[config.mk]
export PLATFORM = sky130hd
export DESIGN_NAME = booth_mul
export DESIGN_NICKNAME = d
export VERILOG_FILES = /design/src/rtl/booth_mul.sv
export SDC_FILE = /design/constraint.sdc
export NUM_CORES = 1
export LEC_CHECK = 0
export ABC_CLOCK_PERIOD_IN_PS = 5600
export CORE_MARGIN = 2
export CORE_UTILIZATION = 35
export DETAILED_ROUTE_END_ITERATION = 10
export GPL_TIMING_DRIVEN = 1
export SYNTH_ARGS = -nofsm -noshare
export SYNTH_HDL_FRONTEND = slang
export SYNTH_SLANG_ARGS = --single-unit
[constraint.sdc]
create_clock -name clk -period 5.6 [get_ports clk]
set_input_delay 1.4 -clock clk [delete_from_list [all_inputs] [get_ports clk]]
set_output_delay 1.4 -clock clk [all_outputs]
set_load 0.02 [all_outputs]
[src/rtl/booth_mul.sv]
module booth_mul #(
  parameter int W = 8
) (
  input  logic           clk,
  input  logic           rst_n,
  input  logic           go,
  input  logic           uns,
  input  logic [W-1:0]   x,
  input  logic [W-1:0]   y,
  output logic           busy,
  output logic           fin,
  output logic [2*W-1:0] prod
);
  localparam int CW = $clog2(W + 1);

  logic [W-1:0]  acc, mlr, mcd;
  logic          hist, mode;
  logic [CW-1:0] step;
  logic          add_en, sub_en;
  logic [W:0]    ext_acc, ext_mcd, opnd, sum;

  assign sub_en  = !mode && mlr[0] && !hist;
  assign add_en  = mode ? mlr[0] : (!mlr[0] && hist);
  assign ext_acc = {mode ? 1'b0 : acc[W-1], acc};
  assign ext_mcd = {mode ? 1'b0 : mcd[W-1], mcd};
  assign opnd    = sub_en ? ~ext_mcd : (add_en ? ext_mcd : '0);
  assign sum     = ext_acc + opnd + {{W{1'b0}}, sub_en};
  assign prod    = {acc, mlr};

  always_ff @(posedge clk or negedge rst_n) begin
    if (!rst_n) begin
      acc  <= '0;
      mlr  <= '0;
      mcd  <= '0;
      hist <= 1'b0;
      mode <= 1'b0;
      step <= '0;
      busy <= 1'b0;
      fin  <= 1'b0;
    end else begin
      fin <= 1'b0;
      if (!busy) begin
        if (go) begin
          acc  <= '0;
          mlr  <= x;
          mcd  <= y;
          hist <= 1'b0;
          mode <= uns;
          step <= '0;
          busy <= 1'b1;
        end
      end else begin
        acc  <= sum[W:1];
        mlr  <= {sum[0], mlr[W-1:1]};
        hist <= mlr[0];
        step <= step + 1'b1;
        if (step == CW'(W - 1)) begin
          busy <= 1'b0;
          fin  <= 1'b1;
        end
      end
    end
  end
endmodule

# --- Word-level counts from Yosys, hierarchy flattened ---
# Index checks and enable logic that the tools add are counted.
# Widths: inputs -> output; s select.
totals:
  input_bits: 20
  memories: 0
  latch_bits: 0
  out_inout_bits: 18
  reg_bits: 32
  wordCells: 40
  rom_bits: 0
  mem_bits_rw: 0
op_classes:
  n_shift: 0
  bitwise_logic: 2
  multipliers: 0
  mux: 18
  magnitude_cmp: 0
  div: 0
  addsub: 3
  eq_ne: 1
  n_reduce_logical: 8
op_table:
  columns: ["op", "count"]
  rows:
  - ["$mux 8", 4]
  - ["$mux 9", 2]
  - ["$mux 1", 10]
  - ["$add 9x1->9", 1]
  - ["$add 9x9->9", 1]
  - ["$not 9->9", 1]
  - ["$mux 4", 2]
  - ["$add 4x1->4 const B", 1]
  - ["$eq 4x3->1 const B", 1]
  - ["$logic_and 1x1->1", 3]
  - ["$logic_not 1->1", 3]
  - ["$reduce_and 2->1", 1]
  - ["$reduce_bool 2->1", 1]
  - ["$not 1->1", 1]

# --- Logic depth before layout (Yosys ltp) ---
# Gate-level depths: netlist (run 1).
logic_depth:
  word_depth: 8
  mapped_depth: 13
  depth_no_buf: 11

# --- Worst setup path before layout (run 1) ---
# Ideal clock, no wire load.
synth_path:
  kind: "register to register"
  from: "register mlr[0]"
  to: "register acc[5]"
  required_time_ps: 5478
  arrival_time_ps: 2818
  setup_slack_ps: 2660
  setup_ps: 122
  n_path_buf: 1
  path_stages_with_launch: 13
  synth_period_minus_slack_ps: 2940
  path_cell_list: "dfrtp_1 -> inv_1 -> and3_1 -> clkbuf_1 -> nand2_1 -> o21ai_0 -> fa_1 -> fa_1 -> nand3_1 -> a21boi_1 -> o21a_1 -> or3_1 -> a32o_1"
synth_between:
  elab_chain_cells: 8
  elab_cells_between_ends: 10
  classes_between: "2 x add/sub; 4 x mux; 4 x reduce/logical"
synth_rtl:
  columns: ["element", "line_no", "source"]
  rows:
  - ["start: declaration", "16", "logic [W-1:0] acc, mlr, mcd;"]
  - ["start signal: assignment", "54", "mlr <= {sum[0], mlr[W-1:1]};"]
  - ["$logic_not 1->1", "23", "assign add_en = mode ? mlr[0] : (!mlr[0] && hist);"]
  - ["$logic_and 1x1->1", "23", null]
  - ["$mux 1", "23", null]
  - ["$mux 9 (2 in series)", "26", "assign opnd = sub_en ? ~ext_mcd : (add_en ? ext_mcd : '0);"]
  - ["$add 9x9->9", "27", "assign sum = ext_acc + opnd + {{W{1'b0}}, sub_en};"]
  - ["$add 9x1->9 *", "27", null]
  - ["$mux 8 *", "42", "if (!busy) begin"]
  - ["end signal: assignment", "53", "acc <= sum[W:1];"]
  - ["end: declaration", "16", null]
# Every way passes the cells marked *; elsewhere a longest branch is shown, timed or not.
# A chain may end at the register's enable or synchronous reset.

# --- Worst setup path after layout (run 1) ---
layout_path:
  from: "register mode"
  to: "register acc[7]"
layout_between:
  elab_chain_cells: 7
  elab_cells_between_ends: 12
  classes_between: "2 x add/sub; 6 x mux; 1 x bitwise; 3 x reduce/logical"
layout_rtl:
  columns: ["element", "line_no", "source"]
  rows:
  - ["start: declaration", "17", "logic hist, mode;"]
  - ["start signal: assignment", "48", "mode <= uns;"]
  - ["$logic_not 1->1", "22", "assign sub_en = !mode && mlr[0] && !hist;"]
  - ["$logic_and 1x1->1 (2 in series)", "22", null]
  - ["$mux 9", "26", null]
  - ["$add 9x9->9", "27", null]
  - ["$add 9x1->9 *", "27", null]
  - ["$mux 8 *", "42", null]
# Marks and branches as above.

==> run_results.csv, run 1 <==
group,metric,value,unit
yosys,syn_inst,187,
yosys,synth_flop_cell,"dfrtp_1",
critical_path,cp.required,5.77,ns
min_path,hold_path_end,"step[0]$_DFFE_PN0P_",
yosys,async_flop_share,100,%
drt,post_drt_wl_per_cell,12.7,um
sta,slew_violations,0,
power_and_ir_drop,p_total,1.58,mW
global_route,grt_pass1_vias,1438,
sta,worst_slew_pin_slew,0.716,ns
global_route,grt_max_degree,38,
clocking,cts_tree,"done",
power_and_ir_drop,vdd_drop_max,0.217,mV
global_route,grt_pass1_wl,6.48,mm
global_route,grt.overflow.total,0,
clocking,numCtsBuffers,5,
drt,firstDrtPassIters,4,
clocking,htree_levels,2,
yosys,postSynthNetCount,217,
clocking,cts_setup_buffers,0,
yosys,synth_top_family_by_area,"compound AO/OA/AOI/OAI gates",
drt,vias_per_cell,4.95,
clocking,ctsRootBufferMaster,"clkbuf_8",
yosys,synth-edff-count,0,
drt,vias,1461,
global_route,antenna_found_initial,0,
die,pin_count,38,
critical_path,r2r_start,"mode$_DFFE_PN0P_",
yosys,syn_area,0.00185,mm^2
sta,holdWs,0.516,ns
placed_design,routabilityCongestion,0.752,
placed_design,dpl.cell_count,287,
yosys,synth.area.mux_share,9.74,%
critical_path,worstPathArrival,3.22,ns
die,fp.dieW,76.7,um
outcome,status,"completed",
critical_path,reg2reg_depth,11,
die,die_area,0.00588,mm^2
sta,period_needed,3.05,ns
critical_path,critPathKind,"reg -> reg",
power_and_ir_drop,p_per_area,666,mW/mm^2
clocking,hold_buffers,0,
critical_path,cp_max_fo,11,
yosys,yosysMostFrequentCell,"dfrtp_1",
die,core_area,0.00511,mm^2
final_layout,areaGrowthSynthToFinish,28.5,%
min_path,min_path_cells,1,
critical_path,crit_path_start_kind,"flop",
yosys,synth_compound_area_share,18.7,%
final_layout,n_fill_cell,489,
yosys,ys_warn_count,0,
critical_path,endpoint_kind,"flop",
min_path,hp-class,"reg -> reg",
yosys,yosysTopAreaCell,"dfrtp_1",
die,die_h,76.7,um
drt,ant_nets,0,
yosys,syn-mean-instance-area,9.89,um^2
sta,max_clock_freq,328,MHz
clocking,clk-insertion-delay-late,0.28,ns
yosys,synth-seq-cells,32,
critical_path,r2r_slack,2.55,ns
drt,routed_wl,3.74,mm
sta,hold_viol,0,
yosys,yosysSeqAreaShare,43.3,%
clocking,cts_resized,0,
sta,setup_violations,0,
placed_design,hpwlAfterDp,2.66,mm
sta,period_share,54.5,%
power_and_ir_drop,p_leak,1.06,nW
yosys,synth_xor_area_share,2.84,%
final_layout,drive_gt1_share,9.78,%
final_layout,stdcell_count,295,
sta,clock_skew,0.00682,ns
final_layout,final_core_util,46.5,%
yosys,yosysUniqueCellTypes,38,
job,max_cap_violations,0,
global_route,grt_usage,13.7,%
final_layout,antennaDiodeCount,0,
clocking,clk_path_buf_depth,2,
min_path,worstHoldStart,"step[0]$_DFFE_PN0P_",
sta,relSlewSlack,52.2,%
drt,drtIter0Drc,48,
yosys,synth_top_area_share,43.3,%
yosys,yosys.area_share.adder,7.58,%
sta,rsz0062_at_grt,"false",
drt,drc,0,
die,row_count,26,
clocking,clk_pin_slew,0.07,ns
clocking,clock_sinks,32,
placed_design,portBuffers,37,
sta,tns,0,ns
yosys,yosys.area_share.simple,13.9,%
die,start_util,36.2,%
yosys,synthTopCellsByCount,"dfrtp_1, nand2_1, o21ai_0, nor2_1, a21oi_1",
yosys,synth_area_leaders,"dfrtp_1, o21ai_0, ha_1",
final_layout,num-nets-final,254,
critical_path,r2r_end,"acc[7]$_DFFE_PN0P_",
[metrics by stage]
| step | instance area (um^2) | setup WS (ns) |
|---|---|---|
| 6_report | 2380 | 2.55 |
| 5_1_grt | 2380 | 2.41 |
| 4_1_cts | 2380 | 2.56 |
| 3_5_place_dp | 2270 | 2.32 |
| 3_3_place_gp | 2270 | 2.31 |
| 2_1_floorplan | 1850 | 2.66 |
[flip-flops by register name (all words and copies together) (netlist names)]
name and cells:
hist 1, mcd 8, busy 1, mlr 8
mode 1, step 4, fin 1, acc 8
[power breakdown]
group / internal (mW) / leakage (nW) / total, mW / switching [mW]
Sequential: 0.356 / 0.388 / 0.474 / 0.119
Combinational: 0.452 / 0.621 / 0.893 / 0.441
Clock: 0.132 / 0.0552 / 0.216 / 0.0840
Total: 0.940 / 1.06 / 1.58 / 0.643
[routing by layer]
metal  routed length (um)  vias to the layer above  GRT usage [%]
met3                  186                        7           4.24
met4                   52                        0           4.91
met5                    0                        -              0
met2                 1690                       33           21.9
met1                 1810                      685           17.4
li1                     -                      736              -
[cell families (layout without fill, tap and decap cells)]
logic type,after synthesis,in the layout
AND/OR/NAND/NOR,55,55
AO/OA/AOI/OAI,54,54
flip-flops,32,32
multiplexers,17,17
buffers and inverters,13,51
adder cells (fa/ha/maj),10,10
XOR/XNOR,6,6
[worst max-delay path, stage by stage, from the launching register on]
cell,delay (ns)
dfrtp_1,0.53
inv_1,0.14
and3_1,0.27
nand2_1,0.09
o21ai_0,0.10
fa_1,0.43
fa_1,0.43
nand3_1,0.12
nand2_1,0.09
a31o_2,0.25
a211o_1,0.27
a31o_1,0.21
[area by class of cell]
class,instances,area [um^2],share of cell area (%)
inverter,3,11.3,0.474
multi-input combinational,142,976,41.1
timing repair buffer,40,393,16.5
tap,70,87.6,3.69
clock buffer,6,72.6,3.05
sequential,32,801,33.7
clock inverter,2,35.0,1.47
[worst max path at each step]
stage	from	endpoint	slack, ns	depth (start not counted)
after detailed placement	go	mcd[2]$_DFFE_PN0P_	2.32	4
after floorplan	mlr[0]$_DFFE_PN0P_	acc[5]$_DFFE_PN0P_	2.66	12
after global routing	mode$_DFFE_PN0P_	acc[7]$_DFFE_PN0P_	2.41	11
after global placement	go	mcd[1]$_DFFE_PN0P_	2.31	4
final	mode$_DFFE_PN0P_	acc[7]$_DFFE_PN0P_	2.55	11
after CTS	mode$_DFFE_PN0P_	acc[7]$_DFFE_PN0P_	2.56	11
[cells in the final DEF (no fill, tap or decap), types with 2 or more instances in the layout]
cell	instances
clkdlybuf4s50_1	37
dfrtp_1	32
nand2_1	22
o21ai_0	21
nor2_1	14
a21oi_1	12
mux2i_1	9
mux2_2	8
ha_1	8
a22o_1	6
clkbuf_8	5
xnor2_1	4
a21o_1	4
inv_1	3
nand3_1	3
nor3b_1	3
nand2b_1	3
buf_4	3
and3_1	2
nor3_1	2
nor2b_1	2
o211ai_1	2
xor2_1	2
fa_1	2
Note: power is estimated with default switching activity, not from simulation.
==> run 2, diff against run 1 <==
--- a/config.mk
+++ b/config.mk
@@ -5,7 +5,7 @@
 export SDC_FILE = /design/constraint.sdc
 export NUM_CORES = 1
 export LEC_CHECK = 0
-export ABC_CLOCK_PERIOD_IN_PS = 5600
+export ABC_CLOCK_PERIOD_IN_PS = 2600
 export CORE_MARGIN = 2
 export CORE_UTILIZATION = 35
 export DETAILED_ROUTE_END_ITERATION = 10
==> constraint.sdc (replaced) <==
create_clock -name clk -period 2.6 [get_ports clk]
set_input_delay 0.65 -clock clk [delete_from_list [all_inputs] [get_ports clk]]
set_output_delay 0.65 -clock clk [all_outputs]
set_load 0.02 [all_outputs]
==> run 2 against run 1 <==
Net effect: power up 130%; final area up 5.7%; global-route usage increased by 0.76 points; critical path type unchanged; largest cell class unchanged; non-clock buffer count up 13; via count increased by 2.7%.
==> run_results.csv, run 2 (synthesis results as in run 1) <==
group,metric,value,unit
final_layout,layout_commonest_cell,"clkdlybuf4s50_1",
critical_path,r2r_end,"acc[5]$_DFFE_PN0P_",
die,fp.dieW,76.7,um
sta,worst_slew_pin_slew,0.401,ns
min_path,min_path_cells,2,
critical_path,reg2reg_depth,11,
sta,period_needed,2.50,ns
sta,period_share,96.2,%
global_route,grt_max_degree,38,
sta,rsz0062_at_grt,"false",
clocking,ctsRootBufferMaster,"clkbuf_8",
final_layout,reg.largest.list,"acc: 8 flops, mcd: 8 flops, mlr: 8 flops",
drt,vias_per_cell,4.87,
power_and_ir_drop,p_per_area,1470,mW/mm^2
drt,ant_nets,0,
global_route,grt_pass1_wl,6.82,mm
sta,relSlewSlack,73.0,%
critical_path,r2r_slack,0.1,ns
die,die_h,76.7,um
critical_path,cp_max_fo,8,
final_layout,design_area,0.00251,mm^2
power_and_ir_drop,vdd_drop_max,0.592,mV
clocking,clk_pin_slew,0.07,ns
die,die_area,0.00588,mm^2
sta,slew_violations,0,
global_route,antenna_found_initial,0,
global_route,grt_usage,14.4,%
clocking,cts_tree,"done",
critical_path,cp.required,2.77,ns
power_and_ir_drop,p_leak,1.13,nW
critical_path,r2r_start,"hist$_DFFE_PN0P_",
die,pin_count,38,
clocking,clk-insertion-delay-late,0.28,ns
final_layout,multi_input_area,0.00101,mm^2
final_layout,antennaDiodeCount,0,
outcome,status,"completed",
clocking,htree_levels,2,
job,max_cap_violations,0,
min_path,hp-class,"reg -> reg",
drt,vias,1501,
critical_path,worstPathArrival,2.67,ns
global_route,grt_pass1_vias,1449,
critical_path,worst_path_dominant_cell_family,"simple AND/OR/NAND/NOR gates",
die,start_util,36.2,%
drt,drtIter0Drc,82,
power_and_ir_drop,p_total,3.70,mW
critical_path,cp_num_buf_inv,1,
final_layout,n_fill_cell,519,
die,row_count,26,
placed_design,portBuffers,37,
sta,clock_skew,0.00376,ns
placed_design,place_area,0.00237,mm^2
clocking,clk_path_buf_depth,2,
die,core_area,0.00511,mm^2
sta,holdWs,0.515,ns
drt,firstDrtPassIters,4,
critical_path,path_cells,"or2_4, nor2_1, a21oi_1, o21ai_0, ha_1, buf_4, nand3_2, a21boi_2, o21a_1, or3_1, a32o_1",
sta,max_clock_freq,400,MHz
final_layout,num-nets-final,267,
final_layout,areaGrowthSynthToFinish,35.9,%
global_route,grt.overflow.total,0,
drt,routed_wl,4.03,mm
min_path,hold_path_end,"mlr[2]$_DFFE_PN0P_",
clocking,clock_sinks,32,
clocking,hold_buffers,0,
final_layout,register_area,802,um^2
final_layout,final_core_util,49.2,%
final_layout,final_cell_mix,"clkdlybuf4s50_1, dfrtp_1, nand2_1",
sta,setup_violations,0,
sta,hold_viol,0,
placed_design,hpwlAfterDp,2.94,mm
critical_path,crit_path_start_kind,"flop",
drt,drc,0,
final_layout,drive_gt1_share,19.3,%
critical_path,critPathKind,"reg -> reg",
placed_design,routabilityCongestion,0.869,
critical_path,crit_path_top_delay_cell,"dfrtp_1",
placed_design,dpl.cell_count,297,
final_layout,stdcell_count,308,
critical_path,critPathMaxStageDelay,0.39,ns
drt,post_drt_wl_per_cell,13.1,um
clocking,numCtsBuffers,5,
min_path,worstHoldStart,"mlr[3]$_DFFE_PN0P_",
critical_path,endpoint_kind,"flop",
==> run 2: cell types whose count changed in the layout (fill, tap and decap cells not counted), sizes merged <==
cell  previous run  this run
buf              3        16
==> run 2: worst reg2reg max path: cells and delay by family, from the launching register on <==
kind	cells	cell delay, ns
adders and majority gates	1	0.32
buffers and inverters	1	0.16
and+or+nand+nor	4	0.77
DFF	1	0.39
AOI/OAI and AO/OA	5	0.75
==> run 2: report_power, final <==
part,leakage (nW),internal (mW),switching [mW]
Clock,0.0552,0.284,0.181
Combinational,0.686,1.15,1.08
Sequential,0.386,0.768,0.234
==> run 2: what timing repair did <==
action                                  in CTS  in global routing
endpoints found under the setup margin       1                  2
pin swaps                                    0                  3
buffers inserted                             1                  2
resized for setup                            1                  4
==> run 2: cell type report <==
cell class              instances  share of cell area, %
multi-input cells             142                   40.2
flip-flops and latches         32                   31.9
repair buffers                 53                   19.5
well taps                      70                   3.49
clock buffers                   6                   2.89
clock inverters                 2                   1.39
inverters                       3                  0.548
==> run 2: metrics by stage <==
step | worst slack, ns | setup TNS, ns
floorplan | -0.0387 | -0.0387
global placement | 0.0242 | 0
detailed placement | -0.0107 | -0.0107
CTS | 0.0301 | 0
global route | 0.00228 | 0
finish | 0.100 | 0
==> run 2: how the worst max path moves through the flow <==
stage | startpoint | end | slack [ns] | cells after the start
2_1_floorplan | mlr[0]$_DFFE_PN0P_ | acc[5]$_DFFE_PN0P_ | -0.04 | 12
3_3_place_gp | mode$_DFFE_PN0P_ | acc[5]$_DFFE_PN0P_ | 0.02 | 10
3_5_place_dp | hist$_DFFE_PN0P_ | acc[5]$_DFFE_PN0P_ | -0.01 | 11
4_1_cts | hist$_DFFE_PN0P_ | acc[5]$_DFFE_PN0P_ | 0.03 | 11
5_1_grt | hist$_DFFE_PN0P_ | acc[6]$_DFFE_PN0P_ | 0.002 | 11
6_report | hist$_DFFE_PN0P_ | acc[5]$_DFFE_PN0P_ | 0.1 | 11
==> run 2: metal layers <==
layer | up-vias | global-route usage, % | wire length (um)
met2 | 25 | 22.1 | 1900
met1 | 713 | 19.9 | 1990
met3 | 2 | 3.29 | 111
met4 | 0 | 5.45 | 28
met5 | - | 0 | 0
li1 | 761 | - | -
